===== src/rtl/pwm_timer_pkg.sv =====
package pwm_timer_pkg;

    localparam int PWM_NCH   = 4;
    localparam int PWM_SCL_W = 4;

    localparam logic [7:0] OFS_CFG = 8'h00;
    localparam logic [7:0] OFS_CNT = 8'h08;
    localparam logic [7:0] OFS_SCL = 8'h10;
    localparam logic [7:0] OFS_CMP = 8'h20;

    // configuration bit positions (software visible)
    localparam int B_STICKY  = 8;
    localparam int B_ZERO    = 9;
    localparam int B_DEGL    = 10;
    localparam int B_ALWAYS  = 12;
    localparam int B_ONESHOT = 13;
    localparam int B_CENTER  = 16;
    localparam int B_GANG    = 24;
    localparam int B_PEND    = 28;

    typedef struct packed {
        logic [PWM_NCH-1:0]   gang;
        logic [PWM_NCH-1:0]   center;
        logic                 en_always;
        logic                 deglitch;
        logic                 zero_on_match;
        logic                 sticky;
        logic [PWM_SCL_W-1:0] scale;
    } cfg_t;

endpackage


===== src/rtl/pwm_cmp.sv =====
module pwm_cmp #(
    parameter int CMP_W = 8
) (
    input  logic [CMP_W-1:0] scaled,
    input  logic [CMP_W-1:0] thresh,
    input  logic             center,
    output logic             hit
);
    logic [CMP_W-1:0] view;

    always_comb begin
        // centre mode folds the upper half of the window back down
        view = (center && scaled[CMP_W-1]) ? ~scaled : scaled;
        hit  = (view >= thresh);
    end
endmodule


===== src/rtl/pwm_counter.sv =====
module pwm_counter #(
    parameter int CNT_W = 23,
    parameter int CMP_W = 8,
    parameter int SCL_W = 4
) (
    input  logic             clk,
    input  logic             rst_n,
    input  logic             en_always,
    input  logic             zero_on_match,
    input  logic [SCL_W-1:0] scale,
    input  logic [CMP_W-1:0] ref0,
    input  logic             load,
    input  logic [CNT_W-1:0] load_val,
    input  logic             os_wr,
    input  logic             os_val,
    output logic [CNT_W-1:0] count,
    output logic [CMP_W-1:0] scaled,
    output logic             oneshot,
    output logic             cyc_end
);
    typedef struct packed {
        logic [CNT_W-1:0] count;
        logic             oneshot;
    } cnt_st_t;

    cnt_st_t    st_d, st_q;
    logic       run;
    logic       wrap;
    logic       hit0;
    logic [CNT_W:0] lim;
    int         shamt;

    always_comb begin
        run    = en_always | st_q.oneshot;
        scaled = CMP_W'(st_q.count >> scale);
        shamt  = int'(scale) + CMP_W;
        lim    = ({{CNT_W{1'b0}}, 1'b1} << shamt) - 1'b1;
        wrap   = (st_q.count & lim[CNT_W-1:0]) == lim[CNT_W-1:0];
        hit0   = (scaled >= ref0);
        cyc_end = run && (wrap || (zero_on_match && hit0));

        st_d = st_q;
        if (load)         st_d.count = load_val;
        else if (cyc_end) st_d.count = '0;
        else if (run)     st_d.count = st_q.count + 1'b1;

        if (os_wr)        st_d.oneshot = os_val;
        else if (cyc_end) st_d.oneshot = 1'b0;
    end

    always_ff @(posedge clk or negedge rst_n) begin
        if (!rst_n) st_q <= '0;
        else        st_q <= st_d;
    end

    assign count   = st_q.count;
    assign oneshot = st_q.oneshot;

    p_step_r2: assert property (@(posedge clk) disable iff (!rst_n)
        (run && !cyc_end && !load) |=> st_q.count == CNT_W'($past(st_q.count) + 1'b1));
    p_hold_r2: assert property (@(posedge clk) disable iff (!rst_n)
        (!run && !load) |=> $stable(st_q.count));
    p_wrap_r5: assert property (@(posedge clk) disable iff (!rst_n)
        (run && wrap && !load) |=> st_q.count == '0);
    p_match_zero_r6: assert property (@(posedge clk) disable iff (!rst_n)
        (run && zero_on_match && hit0 && !load) |=> st_q.count == '0);
    p_oneshot_clear_r7: assert property (@(posedge clk) disable iff (!rst_n)
        (cyc_end && !os_wr) |=> !st_q.oneshot);
endmodule


===== src/rtl/pwm_pend.sv =====
module pwm_pend #(
    parameter int NCH = 4
) (
    input  logic           clk,
    input  logic           rst_n,
    input  logic [NCH-1:0] hit,
    input  logic           sticky,
    input  logic           deglitch,
    input  logic           cyc_end,
    input  logic           sw_wr,
    input  logic [NCH-1:0] sw_val,
    output logic [NCH-1:0] ip
);
    logic [NCH-1:0] ip_d, ip_q;
    logic           flush;

    always_comb begin
        flush = deglitch && cyc_end;
        ip_d  = ip_q;
        if (sw_wr && !sticky) ip_d = sw_val;
        ip_d = ip_d | hit;            // hardware set beats software write
        if (flush) ip_d = '0;         // period end beats everything
    end

    always_ff @(posedge clk or negedge rst_n) begin
        if (!rst_n) ip_q <= '0;
        else        ip_q <= ip_d;
    end

    assign ip = ip_q;

    p_sticky_hold_r11: assert property (@(posedge clk) disable iff (!rst_n)
        (sticky && !flush) |=> ((ip_q & $past(ip_q)) == $past(ip_q)));
    p_deglitch_clear_r12: assert property (@(posedge clk) disable iff (!rst_n)
        flush |=> ip_q == '0);
    p_set_wins_r13: assert property (@(posedge clk) disable iff (!rst_n)
        !flush |=> ((ip_q & $past(hit)) == $past(hit)));
endmodule


===== src/rtl/pwm_timer.sv =====
module pwm_timer
    import pwm_timer_pkg::*;
#(
    parameter int CMP_W = 8
) (
    input  logic         clk,
    input  logic         rst_n,
    input  logic         bus_we,
    input  logic [7:0]   bus_addr,
    input  logic [31:0]  bus_wdata,
    output logic [31:0]  bus_rdata,
    output logic [3:0]   pwm_out,
    output logic [3:0]   irq
);
    localparam int NCH   = PWM_NCH;
    localparam int CNT_W = CMP_W + (1 << PWM_SCL_W) - 1;

    typedef struct packed {
        cfg_t                      cfg;
        logic [NCH-1:0][CMP_W-1:0] cmp;
    } top_st_t;

    top_st_t          st_d, st_q;
    logic             cfg_wr, cnt_wr;
    logic [CNT_W-1:0] count;
    logic [CMP_W-1:0] scaled;
    logic             oneshot, cyc_end;
    logic [NCH-1:0]   hit, ip;
    logic [NCH-1:0]   pwm_w;
    logic             unused_bits;

    assign cfg_wr = bus_we && (bus_addr == OFS_CFG);
    assign cnt_wr = bus_we && (bus_addr == OFS_CNT);
    assign unused_bits = ^{bus_wdata[23:20], bus_wdata[15:14], bus_wdata[11], bus_wdata[7:4]};

    always_comb begin
        st_d = st_q;
        if (cfg_wr) begin
            st_d.cfg.scale         = bus_wdata[PWM_SCL_W-1:0];
            st_d.cfg.sticky        = bus_wdata[B_STICKY];
            st_d.cfg.zero_on_match = bus_wdata[B_ZERO];
            st_d.cfg.deglitch      = bus_wdata[B_DEGL];
            st_d.cfg.en_always     = bus_wdata[B_ALWAYS];
            st_d.cfg.center        = bus_wdata[B_CENTER +: NCH];
            st_d.cfg.gang          = bus_wdata[B_GANG +: NCH];
        end
        for (int i = 0; i < NCH; i++) begin
            if (bus_we && bus_addr == 8'(int'(OFS_CMP) + 4 * i))
                st_d.cmp[i] = bus_wdata[CMP_W-1:0];
        end
    end

    always_ff @(posedge clk or negedge rst_n) begin
        if (!rst_n) st_q <= '0;
        else        st_q <= st_d;
    end

    pwm_counter #(.CNT_W(CNT_W), .CMP_W(CMP_W), .SCL_W(PWM_SCL_W)) u_cnt (
        .clk           (clk),
        .rst_n         (rst_n),
        .en_always     (st_q.cfg.en_always),
        .zero_on_match (st_q.cfg.zero_on_match),
        .scale         (st_q.cfg.scale),
        .ref0          (st_q.cmp[0]),
        .load          (cnt_wr),
        .load_val      (bus_wdata[CNT_W-1:0]),
        .os_wr         (cfg_wr),
        .os_val        (bus_wdata[B_ONESHOT]),
        .count         (count),
        .scaled        (scaled),
        .oneshot       (oneshot),
        .cyc_end       (cyc_end)
    );

    for (genvar g = 0; g < NCH; g++) begin : g_ch
        pwm_cmp #(.CMP_W(CMP_W)) u_cmp (
            .scaled (scaled),
            .thresh (st_q.cmp[g]),
            .center (st_q.cfg.center[g]),
            .hit    (hit[g])
        );
        assign pwm_w[g] = st_q.cfg.gang[g] ? (hit[g] & ~hit[(g + 1) % NCH]) : hit[g];
    end

    pwm_pend #(.NCH(NCH)) u_pend (
        .clk      (clk),
        .rst_n    (rst_n),
        .hit      (hit),
        .sticky   (st_q.cfg.sticky),
        .deglitch (st_q.cfg.deglitch),
        .cyc_end  (cyc_end),
        .sw_wr    (cfg_wr),
        .sw_val   (bus_wdata[B_PEND +: NCH]),
        .ip       (ip)
    );

    always_comb begin
        bus_rdata = '0;
        unique case (bus_addr)
            OFS_CFG: begin
                bus_rdata[PWM_SCL_W-1:0]   = st_q.cfg.scale;
                bus_rdata[B_STICKY]        = st_q.cfg.sticky;
                bus_rdata[B_ZERO]          = st_q.cfg.zero_on_match;
                bus_rdata[B_DEGL]          = st_q.cfg.deglitch;
                bus_rdata[B_ALWAYS]        = st_q.cfg.en_always;
                bus_rdata[B_ONESHOT]       = oneshot;
                bus_rdata[B_CENTER +: NCH] = st_q.cfg.center;
                bus_rdata[B_GANG +: NCH]   = st_q.cfg.gang;
                bus_rdata[B_PEND +: NCH]   = ip;
            end
            OFS_CNT: bus_rdata = 32'(count);
            OFS_SCL: bus_rdata = 32'(scaled);
            default: begin
                for (int i = 0; i < NCH; i++)
                    if (bus_addr == 8'(int'(OFS_CMP) + 4 * i))
                        bus_rdata = 32'(st_q.cmp[i]);
            end
        endcase
    end

    assign pwm_out = pwm_w;
    assign irq     = ip;

    p_gang_r9: assert property (@(posedge clk) disable iff (!rst_n)
        st_q.cfg.gang[0] |-> !(pwm_out[0] && hit[1]));
    p_plain_r4: assert property (@(posedge clk) disable iff (!rst_n)
        (st_q.cfg.gang == '0 && st_q.cfg.center == '0) |-> (pwm_out == hit));
endmodule


===== config.mk =====
export PLATFORM = sky130hd
export DESIGN_NAME = pwm_timer
export DESIGN_NICKNAME = d
export VERILOG_FILES = /design/src/rtl/pwm_timer_pkg.sv /design/src/rtl/pwm_cmp.sv /design/src/rtl/pwm_counter.sv /design/src/rtl/pwm_pend.sv /design/src/rtl/pwm_timer.sv
export SDC_FILE = /design/constraint.sdc
export NUM_CORES = 1
export LEC_CHECK = 0
export BUFFER_PORTS_ARGS = -buffer_cell sky130_fd_sc_hd__buf_2
export CAP_MARGIN = 20
export CORE_MARGIN = 1.5
export CORE_UTILIZATION = 55
export CTS_CLUSTER_SIZE = 24
export DETAILED_ROUTE_END_ITERATION = 8
export PLACE_DENSITY = 0.73
export SLEW_MARGIN = 20
export SYNTH_ARGS = -nofsm -noshare
export SYNTH_HDL_FRONTEND = slang
export SYNTH_SLANG_ARGS = --single-unit

===== constraint.sdc =====
create_clock -name clk -period 5.3 [get_ports clk]
set_input_delay 0.265 -clock clk [delete_from_list [all_inputs] [get_ports clk]]
set_output_delay 0.265 -clock clk [all_outputs]
set_load 0.005 [all_outputs]

# == Word level (Yosys, flattened, before mapping) ==
# Cells that the tools add are included.
# totals
latchBits,0
mem_bits_ro,0
memories,0
wordCells,92
mem_bits_rw,0
output_inout_bits,40
ff_bits,76
inputBits,43
# classes
eq_ne,7
mux,28
n_addsub,3
shift,2
bitwise_logic,12
reduce_logical,21
multipliers,0
n_div,0
n_lt_le_gt_ge,5
# ops
operator,n
2-to-1 mux 32 bit,3
2-to-1 mux 23 bit,3
>= comparator 8 bit,5
2-to-1 mux 8 bit,5
one-hot mux 4 bit (3 select lines),3
== test 8 x 6 -> 1 bit (second input constant),4
left shift 1 x 32 -> 23 bit (first input constant),1
adder 23 x 1 -> 23 bit (second input constant),1
bitwise AND 23 bit,1
== test 23 bit,1
>> shifter 23 x 4 -> 8 bit,1
subtractor 23 x 1 -> 23 bit (second input constant),1
one-hot mux 8 bit (2 select lines),1
logical AND 1 bit,14
one-hot mux 3 bit (3 select lines),1
== test 8 x 4 -> 1 bit (second input constant),1
== test 8 x 5 -> 1 bit (second input constant),1
logical NOT 8 bit,1
2-to-1 mux 4 bit,2
NOT 8 bit,1
one-hot mux 4 bit (2 select lines),1
2-to-1 mux 1 bit,6
one-hot mux 2 bit (3 select lines),1
adder 4 x 4 -> 5 bit (second input constant),1
other kinds (11),18

# == Depth between registers and ports, before layout ==
# logic_depth
word_depth,9
ltp_mapped,18
mapped_depth_nobuf,14

# == Hierarchy ==
# Synthesis repeated with hierarchy kept, for this count alone.
# unflattened
hier_cells,729
area_unflattened_um2,6612.6
# modules_own_cells
module,cells_each,instances,area_per_inst_um2,seq_area_each_um2
pwm_counter,370,1,2780.2,600.6
pwm_timer,210,1,2562.5,1201.2
pwm_cmp,33,4,267.8,0.0
pwm_pend,17,1,198.9,100.1

# == Worst setup path before layout ==
# OpenSTA, ideal clock, no wires.
# synth_path
path_kind,register to register
from,register st_q[33] (netlist bit)
to,"register u_cnt.st_q, in the netlist u_cnt.count[22]"
stages_incl_launch_ff,15
arrival_time_ns,3.912
slack_ns,1.306
n_path_buf,5
path_cell_list,dfrtp_1 -> buf_2 -> buf_2 -> buf_2 -> mux4_2 -> mux4_2 -> clkbuf_1 -> ha_1 -> a211oi_1 -> a2111oi_0 -> o21ai_1 -> nand3_2 -> buf_6 -> or3b_2 -> a31oi_1
# synth_via
elab_chain_cells,9
word_cells_on_any_way,13
classes_between,add/sub: 2; order compare: 1; eq/ne: 1; shift: 2; mux: 2; bitwise: 1; reduce/logical: 4
# synth_lines
item,line,source
from (decl),pwm_timer.sv:23,"top_st_t st_d, st_q;"
from (signal assigned),pwm_timer.sv:55,else st_q <= st_d;
adder 4 x 4 -> 5 bit,pwm_counter.sv:36,shamt = int'(scale) + CMP_W;
left shift 1 x 32 -> 23 bit,pwm_counter.sv:37,"lim = ({{CNT_W{1'b0}}, 1'b1} << shamt) - 1'b1;"
subtractor 23 x 1 -> 23 bit,pwm_counter.sv:37,
bitwise AND 23 bit,pwm_counter.sv:38,wrap = (st_q.count & lim[CNT_W-1:0]) == lim[CNT_W-1:0];
== test 23 bit,pwm_counter.sv:38,
logical OR 1 bit (*),pwm_counter.sv:40,cyc_end = run && (wrap || (zero_on_match && hit0));
logical AND 1 bit (*),pwm_counter.sv:40,
2-to-1 mux 23 bit,pwm_counter.sv:44,else if (cyc_end) st_d.count = '0;
2-to-1 mux 23 bit,pwm_counter.sv:43,if (load) st_d.count = load_val;
to (signal assigned),pwm_counter.sv:53,else st_q <= st_d;
to (decl),pwm_counter.sv:26,"cnt_st_t st_d, st_q;"
# Mark *: on every way between the ends. The rest lies on a longest branch, timed or not.
# A chain may end at the register's enable or synchronous reset.

# == Final worst setup path ==
# layout_path
from,register st_q[33] (netlist bit)
to,output port pwm_out[1]
# layout_via
elab_chain_cells,7
word_cells_on_any_way,11
classes_between,order compare: 2; shift: 1; mux: 3; bitwise: 3; reduce/logical: 2
# layout_lines
item,line,source
>> shifter 23 x 4 -> 8 bit (*),pwm_counter.sv:35,scaled = CMP_W'(st_q.count >> scale);
logical AND 1 bit or NOT 8 bit (tied branches),pwm_cmp.sv:13,view = (center && scaled[CMP_W-1]) ? ~scaled : scaled;
2-to-1 mux 8 bit,pwm_cmp.sv:13,
>= comparator 8 bit,pwm_cmp.sv:14,hit = (view >= thresh);
NOT 1 bit,pwm_timer.sv:82,assign pwm_w[g] = st_q.cfg.gang[g] ? (hit[g] & ~hit[(g + 1) % NCH]) : hit[g];
bitwise AND 1 bit,pwm_timer.sv:82,
2-to-1 mux 1 bit (*),pwm_timer.sv:82,
to (decl),pwm_timer.sv:12,"output logic [3:0] pwm_out,"
# Marks and branches as above.

==> metrics.md <==
| Metric | Value |
|---|---|
| Slew margin rel. | `24.12%` |
| Status | `complete, no violations` |
| WP data required | `5.04 ns` |
| First-pass GRT wire length | `28500 um` |
| Count of final max-slew check failures | `0` |
| Post-Route WL | `18310 um` |
| Mapped Avg Cell Area | `8.910 um^2` |
| Yosys reg bits | `76` |
| HPWL Detailed | `13360 um` |
| Yosys warnings | `0` |
| Routed length per instance | `20.14 um` |
| PD cells | `276.5 nW/um^2` |
| Gr usage total | `31.44%` |
| Slew @ Worst Pin | `1.129 ns` |
| Syn Inst Count | `708` |
| Most common cell in the netlist | `dfrtp_1` |
| Synth unique cells | `61` |
| Sequential-to-total area share from yosys stat | `30.15%` |
| Async SR Flop Fraction | `100.0%` |
| Die area | `12120 um^2` |
| Seq. cell area | `1902 um^2` |
| Clock skew | `0.006307 ns` |
| CTS root buf | `clkbuf_16` |
| Fin crit share | `92.66%` |
| Vias in the first global route | `5564` |
| Hold Crit Class | `primary input to register` |
| Max Clock Freq | `203.6 MHz` |
| Gp weighted congestion | `0.9134` |
| Die X-Extent | `110.1 um` |
| CTS Hold Bufs | `0` |
| Worst setup path class | `register to primary output` |
| Power, Total | `1966 uW` |
| # resized after CTS | `0` |
| CP startpoint kind | `register` |
| Fin nets | `849` |
| Drt initial violations | `535` |
| Leak Pwr | `0.003243 uW` |
| RSZ-0062 raised after global routing | `no` |
| Layout cells sized above 1 | `22.89%` |
| Top_reg_cell synth | `dfrtp_1` |
| Max Buffers Root-to-Sink | `2` |
| Dominant cells by area after synthesis | `dfrtp_1 30%, ha_1 8.3%, mux2_2 7.7%` |
| Final setup viols | `0` |
| DR pass1 iterations | `5` |
| Synth top cells by count | `76 x dfrtp_1, 59 x nand2_1, 46 x nor2_1, 46 x o21ai_0, 43 x mux2_2` |
| FP Rows | `38` |
| Vias | `5819` |
| Sink Count | `76` |
| Worst-skew pair later-pin latency | `0.35 ns` |
| Top cell type's share of synthesized area | `30.15%` |
| GRT overflow | `0` |
| Fillers | `955` |
| Area grow syn2layout | `12.69%` |
| N_diodes | `0` |
| Post-CTS setup buffers | `0` |
| Initial antenna violation count | `0` |
| Post-synth EDFFs | `0` |
| Core region area | `11030 um^2` |
| CTS tree | `yes` |
| Worst VDD drop | `0.1807 mV` |
| Vias/cell | `6.402` |
| Critical Path Fanout Max | `19` |
| Max_cap viols | `0` |
| Largest net degree at the start of global routing | `77` |
| IO Port Bufs | `80` |
| Fin crit period | `4.911 ns` |
| CP arrival | `4.65 ns` |
| Reg clk slew, reported paths | `0.06 ns` |
| DRT antenna net count | `0` |
| Initial Util | `57.19%` |
| Post-Syn Area | `6309 um^2` |
| Cts bufs inserted | `9` |
| Die H | `110.1 um` |
| TNS Setup | `0 ns` |
| Ports | `83` |
| Area leader, netlist | `dfrtp_1` |
| Final Hold Vio Count | `0` |
| DRC | `0` |
| H-tree Lvls | `3` |
| Area of the multi-input gates | `4023 um^2` |
| Critical path endpoint category | `primary output` |
| Post-Syn Nets | `793` |
-- routing by layer --
metal,track usage (%),part of all wire (%),up-vias
met5,0,0,-
met4,14.93,3.0,0
met3,4.821,7.8,48
met2,51.64,49,269
met1,40.77,40,2839
li1,-,-,2663
-- layout by cell type, fill, tap and decap left out, types with 4 or more instances in the layout --
cell        n
a211oi_1    8
a21o_1     10
a21oi_1    36
a222oi_1    5
a22o_1      5
a31oi_1    20
and2_1     16
and3_1     11
buf_2      79
buf_4      16
clkbuf_16   9
dfrtp_1    76
ha_1       42
inv_1      37
mux2_2     43
mux2i_1    33
mux4_2     14
nand2_1    59
nand2b_1   14
nand3_1    17
nand4_1     5
nor2_1     46
nor2b_1    11
nor3_1     12
nor4_1      4
o21a_1      7
o21ai_0    46
o31ai_1     5
or3_1      10
xnor2_1    16
xor2_1     12
-- where the power goes --
part / internal [uW] / leakage, uW / total [uW] / switching, uW
Sequential: 622 / 0.000952 / 710 / 87.9
Clock: 423 / 0.000159 / 673 / 250
Combinational: 274 / 0.00213 / 583 / 309
Total: 1320 / 0.00324 / 1970 / 647
-- registers in the layout (all words and copies together) (netlist names) --
| register | flops |
|---|---|
| st_q | 48 |
| u_cnt.count | 23 |
| u_cnt.oneshot | 1 |
| u_pend.ip | 4 |
-- logic make-up after synthesis --
| logic type | synth area share [%] |
|---|---|
| buffers and inverters | 6.089 |
| adders and majority gates | 8.330 |
| other | 0.05944 |
| DFF | 30.15 |
| AOI/OAI and AO/OA | 15.75 |
| muxes | 17.91 |
| and+or+nand+nor | 17.83 |
| xor gates and xnor gates | 3.887 |
-- worst paths after layout --
kind | start | end | slack (ns) | cells after the start
setup / recovery | st_q[33] | pwm_out[1] | 0.39 | 16
hold / removal | bus_wdata[26] | st_q[46] | 0.12 | 3
setup reg to reg | st_q[33] | u_cnt.count[5] | 0.94 | 14
hold reg to reg | st_q[45] | st_q[45] | 0.54 | 1
max in group asynchronous | rst_n | u_pend.ip[2] | 4.26 | 3
min in group asynchronous | rst_n | u_cnt.count[9] | 0.43 | 2
-- stage by stage --
step	utilization, %	worst slack (ns)	hold slack [ns]	cell area, um^2	std cells
after global placement	61.30	0.9098	0.4727	6761	891
after CTS	64.18	0.4782	0.1130	7079	907
after global routing	64.45	0.1762	0.1172	7109	909
after floorplan	-	1.306	-0.03059	6309	708
after detailed placement	61.30	0.8596	0.4762	6761	891
final	64.45	0.3888	0.1155	7109	909
-- area by class of cell --
| cell class | count | share of cell area [%] |
|---|---|---|
| clock buffer | 11 | 3.414 |
| clock inverter | 5 | 1.056 |
| inverter | 39 | 2.059 |
| multi-input combinational | 541 | 56.58 |
| sequential | 76 | 26.75 |
| tap | 140 | 2.464 |
| timing repair buffer | 97 | 7.673 |
-- worst max-delay path: stages, from the launching register on --
cell,delay (ns)
dfrtp_1,0.84
buf_4,0.31
nor2b_1,0.06
a211oi_1,0.20
a21oi_1,0.07
mux4_2,0.60
nand2_1,0.36
xnor2_1,0.17
ha_1,0.25
nand2b_1,0.14
a21o_1,0.17
a21o_1,0.17
a21oi_1,0.29
o21ai_0,0.17
a21oi_1,0.28
a21oi_1,0.07
buf_2,0.13
No activity file was read; power rests on OpenSTA's default activity.
